File: src/rtl/bsp_pkg.sv
// Package bsp_pkg
// Shared constants and helpers for the byte stream port.
// Assumes: handshake wires carry a level, and the polarity bit gives the
// level that means "active".
package bsp_pkg;
    localparam int BYTE_W     = 8;
    localparam int WORD_BYTES = 4;

    // Converts between an active flag and a pin level. The mapping is its
    // own inverse, so the same function serves inputs and outputs.
    function automatic logic pol_map(input logic lvl, input logic act_high);
        return act_high ? lvl : ~lvl;
    endfunction
endpackage

File: src/rtl/bsp_eof_tracker.sv
// Module bsp_eof_tracker
// Tracks each loaded byte's position inside a word. It decides which
// loaded bytes belong to a field's final word.
// Assumes: load pulses once per byte entering the output stage. tag is
// honoured only at word position 0.
module bsp_eof_tracker #(
    parameter int WORD_BYTES = 4
) (
    input  logic clk,
    input  logic rst_n,
    input  logic load,
    input  logic tag,
    output logic mark_now
);
    localparam int LANE_W = (WORD_BYTES > 1) ? $clog2(WORD_BYTES) : 1;
    localparam logic [LANE_W-1:0] LAST_LANE = LANE_W'(WORD_BYTES - 1);

    logic [LANE_W-1:0] lane_q;
    logic [LANE_W-1:0] left_q;
    logic              start;

    // A marked word starts only on an aligned tagged byte.
    always_comb begin
        start    = tag && (lane_q == '0);
        mark_now = start || (left_q != '0);
    end

    // Advance the word position and count down the marked bytes still owed.
    always_ff @(posedge clk) begin
        if (!rst_n) begin
            lane_q <= '0;
            left_q <= '0;
        end else if (load) begin
            lane_q <= (lane_q == LAST_LANE) ? '0 : lane_q + 1'b1;
            if (start)
                left_q <= LAST_LANE;
            else if (left_q != '0)
                left_q <= left_q - 1'b1;
        end
    end
endmodule

File: src/rtl/bsp_enc_stage.sv
// Module bsp_enc_stage
// One-entry output register for encode. It holds a byte and its marker
// until the host takes it, and refills on the same edge it drains.
// Assumes: take is only raised while full is 1.
module bsp_enc_stage #(
    parameter int BYTE_W = 8
) (
    input  logic              clk,
    input  logic              rst_n,
    input  logic              enable,
    input  logic              take,
    input  logic              src_valid,
    input  logic [BYTE_W-1:0] src_data,
    input  logic              src_mark,
    output logic              src_ready,
    output logic              load,
    output logic              full,
    output logic [BYTE_W-1:0] data_q,
    output logic              mark_q
);
    // Room exists when the stage is empty or is being emptied this edge.
    always_comb begin
        src_ready = enable && (!full || take);
        load      = src_ready && src_valid;
    end

    // Capture a new byte, or drop to empty after a take with no refill.
    always_ff @(posedge clk) begin
        if (!rst_n) begin
            full   <= 1'b0;
            data_q <= '0;
            mark_q <= 1'b0;
        end else if (load) begin
            full   <= 1'b1;
            data_q <= src_data;
            mark_q <= src_mark;
        end else if (take) begin
            full   <= 1'b0;
        end
    end
endmodule

File: src/rtl/bstream_port.sv
// Module bstream_port
// Synchronous byte stream port with a valid/hold handshake. Encode drives
// FIFO bytes out through a register stage. Decode writes bus bytes into the
// FIFO. An end-of-field marker covers the final word of each field.
// Assumes: enc_mode and the polarity bits change only while idle or in reset.
module bstream_port #(
    parameter int BYTE_W     = bsp_pkg::BYTE_W,
    parameter int WORD_BYTES = bsp_pkg::WORD_BYTES
) (
    input  logic              clk,
    input  logic              rst_n,
    input  logic              enc_mode,
    input  logic              valid_pol,
    input  logic              hold_pol,
    input  logic              mark_en,
    input  logic [BYTE_W-1:0] bus_in,
    output logic [BYTE_W-1:0] bus_out,
    output logic              bus_oe,
    output logic              valid_pin,
    input  logic              hold_pin,
    output logic              eof_mark,
    input  logic [BYTE_W-1:0] src_data,
    input  logic              src_lastw,
    input  logic              src_valid,
    output logic              src_ready,
    output logic [BYTE_W-1:0] snk_data,
    output logic              snk_valid,
    input  logic              snk_ready
);
    import bsp_pkg::pol_map;

    logic              hold_act;
    logic              valid_act;
    logic              take;
    logic              st_load;
    logic              st_full;
    logic              st_mark;
    logic              mark_now;
    logic [BYTE_W-1:0] st_data;

    // Decode the host's hold level and form the handshake for either direction.
    always_comb begin
        hold_act  = pol_map(hold_pin, hold_pol);
        valid_act = enc_mode ? st_full : snk_ready;
        take      = enc_mode && st_full && !hold_act;
        valid_pin = pol_map(valid_act, valid_pol);
    end

    bsp_eof_tracker #(
        .WORD_BYTES (WORD_BYTES)
    ) u_trk (
        .clk      (clk),
        .rst_n    (rst_n),
        .load     (st_load),
        .tag      (src_lastw),
        .mark_now (mark_now)
    );

    bsp_enc_stage #(
        .BYTE_W (BYTE_W)
    ) u_stage (
        .clk       (clk),
        .rst_n     (rst_n),
        .enable    (enc_mode),
        .take      (take),
        .src_valid (src_valid),
        .src_data  (src_data),
        .src_mark  (mark_now),
        .src_ready (src_ready),
        .load      (st_load),
        .full      (st_full),
        .data_q    (st_data),
        .mark_q    (st_mark)
    );

    // Drive the bus, the marker and the decode-side FIFO write.
    always_comb begin
        bus_out   = st_data;
        bus_oe    = enc_mode;
        eof_mark  = enc_mode && mark_en && st_full && st_mark;
        snk_data  = bus_in;
        snk_valid = !enc_mode && snk_ready && !hold_act;
    end
endmodule

File: config.mk
export PLATFORM = sky130hd
export DESIGN_NAME = bstream_port
export DESIGN_NICKNAME = d
export VERILOG_FILES = /design/src/rtl/bsp_pkg.sv /design/src/rtl/bsp_eof_tracker.sv /design/src/rtl/bsp_enc_stage.sv /design/src/rtl/bstream_port.sv
export SDC_FILE = /design/constraint.sdc
export NUM_CORES = 1
export LEC_CHECK = 0
export CAP_MARGIN = 5
export CORE_MARGIN = 10
export CORE_UTILIZATION = 38
export CTS_BUF_LIST = sky130_fd_sc_hd__clkbuf_4
export DETAILED_ROUTE_END_ITERATION = 8
export HOLD_SLACK_MARGIN = 0.02
export PLACE_DENSITY_LB_ADDON = 0.1
export SLEW_MARGIN = 10
export SYNTH_ARGS = -nofsm -noshare
export SYNTH_HDL_FRONTEND = slang
export SYNTH_SLANG_ARGS = --single-unit
export TNS_END_PERCENT = 1
File: constraint.sdc
create_clock -name clk -period 1.5 [get_ports clk]
set_input_delay 0.375 -clock clk [delete_from_list [all_inputs] [get_ports clk]]
set_output_delay 0.375 -clock clk [all_outputs]
set_load 0.005 [all_outputs]
==> flow_results.xml <==
<?xml version="1.0" encoding="UTF-8"?>
<metrics>
  <group name="timing">
    <metric name="fmaxAchievable" unit="MHz">684</metric>
    <metric name="final-setup-viol-count" unit="">0</metric>
    <metric name="grt_setup_unrepaired" unit="">true</metric>
    <metric name="post-route-min-period" unit="ns">1.46</metric>
    <metric name="fin_worst_skew" unit="ns">0.000863</metric>
    <metric name="max-slew-margin-rel" unit="%">84.2</metric>
    <metric name="hold_violations" unit="">0</metric>
    <metric name="setup_slack" unit="ns">0.0375</metric>
    <metric name="post-route-period-util" unit="%">97.5</metric>
    <metric name="timing_max_transition_violations_final" unit="">0</metric>
    <metric name="totalNegativeSetupSlack" unit="ns">0</metric>
    <metric name="tightest_slew" unit="ns">0.236</metric>
  </group>
  <group name="clock_network">
    <metric name="cts_buffers" unit="">3</metric>
    <metric name="cts_hold_buffers" unit="">0</metric>
    <metric name="tritoncts_num_sinks" unit="">14</metric>
    <metric name="worst_skew_pair.late_latency" unit="ns">0.27</metric>
    <metric name="clockRootBuffer" unit="">clkbuf_4</metric>
    <metric name="path_clk_slew" unit="ns">0.08</metric>
    <metric name="h_tree_lvls" unit="">1</metric>
    <metric name="tritoncts" unit="">yes</metric>
    <metric name="cts_max_path_buffers" unit="">2</metric>
  </group>
  <group name="pwr">
    <metric name="power.ir.vdd_worst" unit="V">0.000481</metric>
    <metric name="cellLeakagePower" unit="nW">0.555</metric>
    <metric name="switchingPower" unit="mW">0.207</metric>
    <metric name="switching_share" unit="%">25.3</metric>
    <metric name="p_comb_share" unit="%">24.4</metric>
    <metric name="power_frac_clock" unit="%">25.6</metric>
    <metric name="power_report.internal_total" unit="mW">0.611</metric>
    <metric name="pwr_density_cell" unit="nW/um^2">738</metric>
    <metric name="power.share.sequential" unit="%">50.0</metric>
  </group>
  <group name="grt">
    <metric name="grt_max_degree" unit="">14</metric>
    <metric name="grt_overflow_total" unit="">0</metric>
    <metric name="number_of_antenna_violations_at_the_first_check_in_global_routing" unit="">0</metric>
    <metric name="grt_pass1_wl" unit="um">3240</metric>
    <metric name="first_global_vias" unit="">717</metric>
    <metric name="track_usage" unit="%">9.27</metric>
  </group>
  <group name="critical_path">
    <metric name="critPathMaxStageDelay" unit="ns">0.47</metric>
    <metric name="slowest_stage" unit="">clkdlybuf4s50_1</metric>
    <metric name="worstPathRequired" unit="ns">1.12</metric>
    <metric name="rrSetupSlack" unit="ns">0.28</metric>
    <metric name="gate_family_responsible_for_the_most_delay_along_the_worst_path" unit="">buffers and inverters</metric>
    <metric name="crit_start" unit="">valid_pol</metric>
    <metric name="path_cells" unit="">clkdlybuf4s50_1 -&gt; xor2_1 -&gt; buf_2</metric>
    <metric name="arrival" unit="ns">1.09</metric>
    <metric name="setup.worst_path.end_class" unit="">output port</metric>
    <metric name="critical_path_buf_inv_count" unit="">2</metric>
    <metric name="setup.worst_path.start_class" unit="">primary input</metric>
    <metric name="launch_point_of_the_worst_reg_to_reg_path" unit="">u_trk.left_q[0]</metric>
    <metric name="worstSetupPathType" unit="">in -&gt; out</metric>
    <metric name="timing.critical_path.fanout_max" unit="">1</metric>
  </group>
  <group name="detailed_routing">
    <metric name="drt-total-wl" unit="um">1850</metric>
    <metric name="dr.pass1.iters" unit="">4</metric>
    <metric name="remaining_drc_errors" unit="">0</metric>
    <metric name="routed-via-count" unit="">655</metric>
    <metric name="drtAntennaViolNets" unit="">0</metric>
    <metric name="route.detailed.wl_per_inst" unit="um">12.9</metric>
    <metric name="detail_route.vias_per_cell" unit="">4.58</metric>
    <metric name="drt-initial-drc-count" unit="">28</metric>
  </group>
  <group name="synth">
    <metric name="synth_seq_area_share" unit="%">36.1</metric>
    <metric name="postSynthNetCount" unit="">115</metric>
    <metric name="mappedNetlistArea" unit="um^2">777</metric>
    <metric name="yosys_register_bits" unit="">14</metric>
    <metric name="syn-mean-instance-area" unit="um^2">9.03</metric>
    <metric name="synth_cells" unit="">86</metric>
    <metric name="synth_cell_type_count" unit="">24</metric>
    <metric name="ys_warn_count" unit="">0</metric>
  </group>
  <group name="final_layout">
    <metric name="layout.cells.non_filler" unit="">143</metric>
    <metric name="total_of_fill_cells_in_the_finished_design" unit="">219</metric>
    <metric name="mostFrequentLayoutCells" unit="">nand2_1, mux2i_1, clkdlybuf4s50_1, dfxtp_1, dlygate4sd2_1</metric>
    <metric name="syn2layout_area_growth" unit="%">42.5</metric>
    <metric name="final_net_count" unit="">146</metric>
    <metric name="mostFrequentLayoutCell" unit="">nand2_1</metric>
    <metric name="ant_diodes" unit="">0</metric>
    <metric name="fraction_of_final_layout_cells_with_drive_strength_greater_than_1" unit="%">22.4</metric>
  </group>
  <group name="floorplanning">
    <metric name="initial_core_util" unit="%">39.6</metric>
    <metric name="floorplan.rows" unit="">16</metric>
    <metric name="die_height" unit="um">65.2</metric>
    <metric name="floorplan.die.width" unit="um">65.2</metric>
    <metric name="io_pins" unit="">47</metric>
    <metric name="core-area" unit="um^2">1960</metric>
    <metric name="design.die.area" unit="um^2">4250</metric>
  </group>
  <group name="placement">
    <metric name="gpl.final_weighted_congestion" unit="">0.726</metric>
    <metric name="io_buffer_count" unit="">30</metric>
    <metric name="pre_cts_ws" unit="ns">-0.633</metric>
    <metric name="post-place-cells" unit="">138</metric>
    <metric name="hpwlAfterDp" unit="um">1480</metric>
  </group>
  <group name="min_path">
    <metric name="min-delay-path-class" unit="">reg -&gt; reg</metric>
    <metric name="timing.hold.worst.start" unit="">u_stage.data_q[0]</metric>
  </group>
  <group name="status">
    <metric name="outcome" unit="">finished clean</metric>
  </group>
  <group name="job">
    <metric name="maxCapViolations" unit="">0</metric>
  </group>
</metrics>
[timing repair]
item	4_1_cts	5_1_grt
gates resized for setup	27	8
buffers inserted	1	0
setup endpoints to repair	9	7
pin swaps	4	2
cloned	0	0
[final cells by class]
type,instances,area [um^2],area share [%]
Tap cell,27,33.8,3.05
Timing Repair Buffer,39,354,32.0
Inverter,5,18.8,1.69
Sequential cell,14,283,25.5
Multi-Input combinational cell,54,392,35.4
Clock buffer,3,22.5,2.03
Clock inverter,1,3.75,0.339
[state kept, by name (all words and copies together), names as in the netlist]
name            count
u_stage.data_q      8
u_stage.full        1
u_stage.mark_q      1
u_trk.lane_q        2
u_trk.left_q        2
[cell usage after synthesis, drive strengths merged]
| cell | count | area share, % |
|---|---|---|
| nand2 | 23 | 11 |
| dfxtp | 14 | 36 |
| mux2i | 12 | 15 |
| buf | 11 | 11 |
| inv | 5 | 2.4 |
| ha | 3 | 4.8 |
| a21oi | 2 | 1.8 |
| clkbuf | 2 | 0.97 |
| nand3b | 2 | 1.9 |
| o221a | 2 | 2.9 |
| a21bo | 1 | 1.3 |
| a21boi | 1 | 0.97 |
| a21o | 1 | 1.1 |
| a221oi | 1 | 1.9 |
| and4 | 1 | 1.1 |
| nor2 | 1 | 0.48 |
| nor3b | 1 | 0.97 |
| o21ai | 1 | 0.64 |
| xnor2 | 1 | 2.1 |
| xor2 | 1 | 1.1 |
[path summary, 6_finish.rpt]
| kind | end | depth (start not counted) |
|---|---|---|
| min | u_stage.data_q[0] | 2 |
| max | valid_pin | 3 |
| max reg2reg | u_trk.left_q[0] | 4 |
| min reg2reg | u_stage.data_q[0] | 2 |
[cell families after synthesis]
group | count (synthesis) | share of synthesized area [%]
AO/OA/AOI/OAI | 9 | 10.6
XOR/XNOR | 2 | 3.22
adder cells (fa/ha/maj) | 3 | 4.83
buffers and inverters | 18 | 14.2
flip-flops | 14 | 36.1
multiplexers | 12 | 15.5
AND/OR/NAND/NOR | 28 | 15.6
[worst register-to-register path, delay by kind of cell, from the launching register on]
family | cells | cell delay (ns)
AOI/OAI and AO/OA | 2 | 0.50
adders and majority gates | 1 | 0.24
buffers and inverters | 1 | 0.06
DFF | 1 | 0.37
[stage by stage]
stage	hold slack (ns)	instance area, um^2	total power [mW]	utilization (%)
floorplan	0.434	777	0.528	-
global placement	0.443	1090	0.629	55.7
detailed placement	0.446	1090	0.632	55.7
CTS	0.462	1100	0.834	56.0
global route	0.485	1110	0.882	56.4
finish	0.458	1110	0.818	56.4
[routing by layer]
metal	share of wire [%]	GRT usage (%)	up-vias
met2	45	14.1	29
met5	0	0	-
li1	-	-	336
met1	44	10.7	288
met3	10	5.08	2
met4	0.65	3.21	0
[power groups by stage]
stage / registers [mW] / clock network, mW / logic [mW]
finish: 0.408 / 0.210 / 0.200
global route: 0.412 / 0.247 / 0.224
CTS: 0.408 / 0.221 / 0.204
detailed placement: 0.417 / 0 / 0.215
global placement: 0.416 / 0 / 0.213
floorplan: 0.417 / 0 / 0.111
Note: power is estimated with default switching activity, not from simulation.
